## config.mk

```make
export PLATFORM = sky130hd
export DESIGN_NAME = clu_cluster
export DESIGN_NICKNAME = d
export VERILOG_FILES = /design/src/rtl/clu_pkg.sv /design/src/rtl/clu_cfg_chain.sv /design/src/rtl/clu_xbar.sv /design/src/rtl/clu_ble.sv /design/src/rtl/clu_cluster.sv
export SDC_FILE = /design/constraint.sdc
export NUM_CORES = 2
export LEC_CHECK = 0
export BUFFER_PORTS_ARGS = -buffer_cell sky130_fd_sc_hd__buf_2
export CAP_MARGIN = 15
export CORE_MARGIN = 1.5
export CORE_UTILIZATION = 52
export DETAILED_ROUTE_END_ITERATION = 12
export GPL_ROUTABILITY_DRIVEN = 0
export GPL_TIMING_DRIVEN = 0
export PLACE_DENSITY = 0.69
export RECOVER_POWER = 25
export SYNTH_ARGS = -nofsm -noshare
export SYNTH_HDL_FRONTEND = slang
export SYNTH_SLANG_ARGS = --single-unit
```

## constraint.sdc

```tcl
create_clock -name clk -period 12.05 [get_ports clk]
set_input_delay 2.41 -clock clk [delete_from_list [all_inputs] [get_ports clk]]
set_output_delay 2.41 -clock clk [all_outputs]
set_load 0.01 [all_outputs]
```

## src/rtl/clu_pkg.sv

```systemverilog
package clu_pkg;

  // Gray position of a truth-table address
  function automatic int unsigned gray_of(input int unsigned a);
    return a ^ (a >> 1);
  endfunction

  // Chain offset of element e's truth table
  function automatic int unsigned lut_base(input int unsigned n_elem,
                                           input int unsigned depth,
                                           input int unsigned e);
    return n_elem + e * depth;
  endfunction

  // Chain offset of the crosspoint row for sink t
  function automatic int unsigned xp_base(input int unsigned n_elem,
                                          input int unsigned depth,
                                          input int unsigned n_src,
                                          input int unsigned t);
    return n_elem + n_elem * depth + t * n_src;
  endfunction

endpackage

```

## src/rtl/clu_cfg_chain.sv

```systemverilog
module clu_cfg_chain #(
  parameter int W = 1450
) (
  input  logic         clk,
  input  logic         rst,
  input  logic         cfg_en,
  input  logic         cfg_din,
  output logic [W-1:0] image
);

  always_ff @(posedge clk) begin
    if (cfg_en) image <= {image[W-2:0], cfg_din};
  end


  shift_in_chk: assert property (@(posedge clk) disable iff (rst)
    cfg_en |=> image[0] == $past(cfg_din));


  hold_image_chk: assert property (@(posedge clk) disable iff (rst)
    !cfg_en |=> $stable(image));

endmodule

```

## src/rtl/clu_xbar.sv

```systemverilog
module clu_xbar #(
  parameter int S = 32,
  parameter int T = 40
) (
  input  logic           clk,
  input  logic           rst,
  input  logic [S-1:0]   src,
  input  logic [T*S-1:0] xp,
  output logic [T-1:0]   sink,
  output logic [T-1:0]   conflict
);

  localparam int CW = $clog2(S + 1);

  for (genvar t = 0; t < T; t++) begin : g_sink
    logic [S-1:0]  row;
    logic [CW-1:0] hits;
    logic          single;

    assign row         = xp[t*S +: S];
    assign hits        = CW'($countones(row));
    assign single      = (hits == CW'(1));
    assign sink[t]     = single & (|(row & src));
    assign conflict[t] = (hits > CW'(1));


    multi_zero_chk: assert property (@(posedge clk) disable iff (rst)
      conflict[t] |-> !sink[t]);


    open_zero_chk: assert property (@(posedge clk) disable iff (rst)
      (row == '0) |-> (!sink[t] && !conflict[t]));
  end

endmodule

```

## src/rtl/clu_ble.sv

```systemverilog
module clu_ble #(
  parameter int K = 4
) (
  input  logic              clk,
  input  logic              rst,
  input  logic              cfg_en,
  input  logic [K-1:0]      pins,
  input  logic [(1<<K)-1:0] table_bits,
  input  logic              bypass,
  output logic              q_o,
  output logic              out_o
);

  logic [K-1:0] gidx;
  logic         lut_val;

  assign gidx    = K'(clu_pkg::gray_of(int'(pins)));
  assign lut_val = table_bits[gidx];

  always_ff @(posedge clk) begin
    if (rst || cfg_en) q_o <= 1'b0;
    else               q_o <= lut_val;
  end

  assign out_o = cfg_en ? 1'b0 : (bypass ? lut_val : q_o);


  reg_follow_chk: assert property (@(posedge clk) disable iff (rst)
    (!$past(rst) && !$past(cfg_en)) |-> q_o == $past(lut_val));


  reset_clear_chk: assert property (@(posedge clk) disable iff (rst)
    $fell(rst) |-> !q_o);

endmodule

```

## src/rtl/clu_cluster.sv

```systemverilog
module clu_cluster #(
  parameter int K = 4,
  parameter int N = 10,
  parameter int I = 22
) (
  input  logic           clk,
  input  logic           rst,
  input  logic           cfg_en,
  input  logic           cfg_din,
  input  logic [I-1:0]   clu_in,
  output logic [N-1:0]   clu_out,
  output logic [N*K-1:0] xbar_conflict
);

  localparam int D   = 1 << K;
  localparam int S   = I + N;
  localparam int T   = N * K;
  localparam int W   = N + N * D + T * S;
  localparam int XPO = clu_pkg::xp_base(N, D, S, 0);

  logic [W-1:0] image;
  logic [N-1:0] q_vec;
  logic [T-1:0] sink;

  clu_cfg_chain #(.W(W)) u_chain (
    .clk(clk), .rst(rst), .cfg_en(cfg_en), .cfg_din(cfg_din), .image(image)
  );

  clu_xbar #(.S(S), .T(T)) u_xbar (
    .clk(clk), .rst(rst), .src({q_vec, clu_in}),
    .xp(image[XPO +: T*S]), .sink(sink), .conflict(xbar_conflict)
  );

  for (genvar e = 0; e < N; e++) begin : g_elem
    localparam int LO = clu_pkg::lut_base(N, D, e);
    clu_ble #(.K(K)) u_ble (
      .clk(clk), .rst(rst), .cfg_en(cfg_en),
      .pins(sink[e*K +: K]), .table_bits(image[LO +: D]),
      .bypass(image[e]), .q_o(q_vec[e]), .out_o(clu_out[e])
    );
  end


  load_quiet_chk: assert property (@(posedge clk) disable iff (rst)
    cfg_en |-> clu_out == '0);

endmodule

```

==> qor.yml <==
outcome: "complete, no violations"
die_height_um: 433
post-route-period-util: 0.903
firstDrtPassIters: 8
final_hold_viol_count: 0
worstPathArrival_ns: 8.47
postCtsSetupBuffers: 0
relSlewSlack: 0.0904
synth_adder_area_share: 0.341
slowest_stage: "o311ai_0"
place_ws_ns: 1.90
yosysTopAreaCellShare: 0.452
synth-simple-area-share: 0.0333
cap_viol_max_count: 0
required_ns: 9.64
synth_compound_area_frac: 0.0692
crit_chain: "ha_1, inv_1, fa_1, fa_1, inv_1, fa_1, fa_1, inv_1, fa_1, inv_1, ha_1, fa_1, or4_1, nor2_1, o21ai_1, nor3_2, nor3_1, a31o_2, o311ai_0, a311oi_1, buf_4, buf_2"
portBuffers: 75
grt_pass1_vias: 62170
power_mw: 27.1
setup_viol: 0
worst_path_most_repeated_cell: "fa_1"
cts_htree_levels: 4
syn-num-nets: 9287
slew_viol_final: 0
cts.clk_slew.worst_paths_ns: 0.06
wl_mm: 259
synth_edf_count: 1450
core-area_um2: 183000
skew_ns: 0.0277
fmax_ghz: 0.0919
dp_hpwl_mm: 189
rsz0062_at_grt: "false"
cp-end-kind: "output pin"
ios: 76
vias_per_cell: 5.86
yosys-top-cells-count: "inv_1, edfxtp_1, fa_1, ha_1, a22oi_1"
drive_gt1_frac: 0.0653
drtIter0Drc: 7349
p_leak_nw: 46.6
ant_nets: 0
dieArea_um2: 188000
drc: 0
clk-insertion-delay-late_ns: 0.83
grt_usage: 0.284
cp_top_family: "adder cells"
worst-path-buf-inv: 6
synth.distinct_cells: 80
synth_top_family_by_area: "adder cells"
worstMarginPinSlew_ns: 1.36
fin_crit_ns: 10.88
syn_area_um2: 96300
cts_tree: "built"
synth_flop_cell: "edfxtp_1"
cts_made_buffers: 159
clockBufferDepth: 3
cts.sinks: 1460
synth_most_common_cell: "inv_1"
syn_avg_cell_area_um2: 13.3
crit_path_start_kind: "flop"
die_w_um: 433
antenna_found_initial: 14
worst_hold_slack_ns: 0.437
cts-root-buf: "clkbuf_16"
layout_setup_ws_ns: 1.17
yosysSeqAreaShare: 0.454
crit_type: "flop to output pin"
grt_max_degree: 179
seqCellArea_um2: 43700
routedWlPerCell_um: 25.5
syn2layout_area_growth_pct: 10.0
min_path_type: "flop to flop"
multi_input_comb_area_um2: 44200
start_util: 0.525
grt_overflow: 0
grt_pass1_wl_mm: 390
ys_warn_count: 0
cts_hold_buf: 0
synth_top_cell_by_area: "edfxtp_1"
ir_drop_uv: 407
synth.area.mux_share: 0.00727
via_count: 59483
setup-tns-final_ns: 0
netlist_instances: 7261
synth-xor-area-share: 0.00755
nets: 9580
critPathMaxFanout: 10
max_stage_delay_ns: 0.76
ys_ff_latch: 1460
power_density_nw_per_um2: 256
synth_area_leaders: "edfxtp_1, fa_1, ha_1"
async_flop_share: 0
filler_cell_count: 14460
post_cts_resized: 0
core.rowCount: 157
[cell families after synthesis]
kind of cell               Yosys count
muxes                               67
buffers and inverters             2220
and+or+nand+nor                    541
adders and majority gates         2000
xor gates and xnor gates            83
AOI/OAI and AO/OA                  890
DFF                               1460
[flip-flops by register name (all words and copies together), names as in the netlist]
signal and cells:
u_chain.image 1450, g_elem.u_ble.q_o 10
[routing by layer]
layer / wire length (µm) / share of wire / track usage / up-vias
li1: - / - / - / 25302
met1: 98700 / 0.38 / 0.381 / 30048
met2: 115000 / 0.45 / 0.426 / 3376
met3: 29500 / 0.11 / 0.0742 / 751
met4: 15500 / 0.060 / 0.145 / 6
met5: 84 / 0.00032 / 0.00234 / -
[worst reg2reg max path: stages (launching register included)]
cell,delay (ns)
edfxtp_1,0.47
ha_1,0.33
inv_1,0.06
fa_1,0.52
fa_1,0.44
inv_1,0.09
fa_1,0.44
fa_1,0.55
inv_1,0.06
fa_1,0.53
inv_1,0.04
ha_1,0.21
fa_1,0.44
or4_1,0.47
nor2_1,0.09
o21ai_1,0.15
nor3_2,0.70
nor3_1,0.18
a31o_2,0.28
o311ai_0,0.76
a21oi_1,0.21
[power breakdown]
group | internal (mW) | switching [mW]
Clock | 2.80 | 2.20
Sequential | 5.94 | 0.310
Combinational | 6.64 | 9.20
[path summary, 6_finish.rpt]
kind / depth (start not counted) / slack [ns] / from / end
min: 0 / 0.44 / u_chain.image[52]$_DFFE_PP_ / u_chain.image[53]$_DFFE_PP_
max reg2reg: 20 / 4.82 / u_chain.image[809]$_DFFE_PP_ / g_elem[4].u_ble.q_o$_SDFF_PP0_
max: 22 / 1.17 / u_chain.image[809]$_DFFE_PP_ / clu_out[4]
min reg2reg: 0 / 0.44 / u_chain.image[52]$_DFFE_PP_ / u_chain.image[53]$_DFFE_PP_
[stage by stage]
step | instances | cell area, µm² | utilization
2_1_floorplan | 7261 | 96300 | -
3_3_place_gp | 9800 | 99800 | 0.544
3_5_place_dp | 9851 | 101000 | 0.549
4_1_cts | 10144 | 106000 | 0.577
5_1_grt | 10152 | 106000 | 0.578
6_report | 10153 | 106000 | 0.578
[final cells by class]
type	count	area share
multi-input cells	3581	0.417
flip-flops and latches	1460	0.413
inverters	2066	0.0732
clock buffers	195	0.0392
well taps	2464	0.0291
repair buffers	132	0.0123
clock inverters	98	0.00999
plain buffers	154	0.00669
diodes	3	0.0000708
[layout by cell type (no fill, tap or decap), types with 20 or more instances in the layout]
cell type,Yosys,routed
clkbuf_1,55,76
nor4_1,34,33
a22oi_1,524,524
inv_1,2066,2066
nand3_1,81,81
edfxtp_1,1450,1450
o21ai_0,74,74
clkbuf_16,0,160
a21oi_1,43,43
nand4_1,185,185
nor3_1,24,23
a22o_1,58,58
a221oi_1,60,60
a211oi_1,40,38
ha_1,960,960
nand2_1,50,50
xnor2_1,61,61
mux2_2,20,20
clkinv_1,0,35
clkinv_2,0,20
xor2_1,22,22
nor2_1,49,49
mux2i_1,46,46
fa_1,1040,1040
buf_2,54,141
buf_8,0,28
buf_1,32,30
Note: power is estimated with default switching activity, not from simulation.
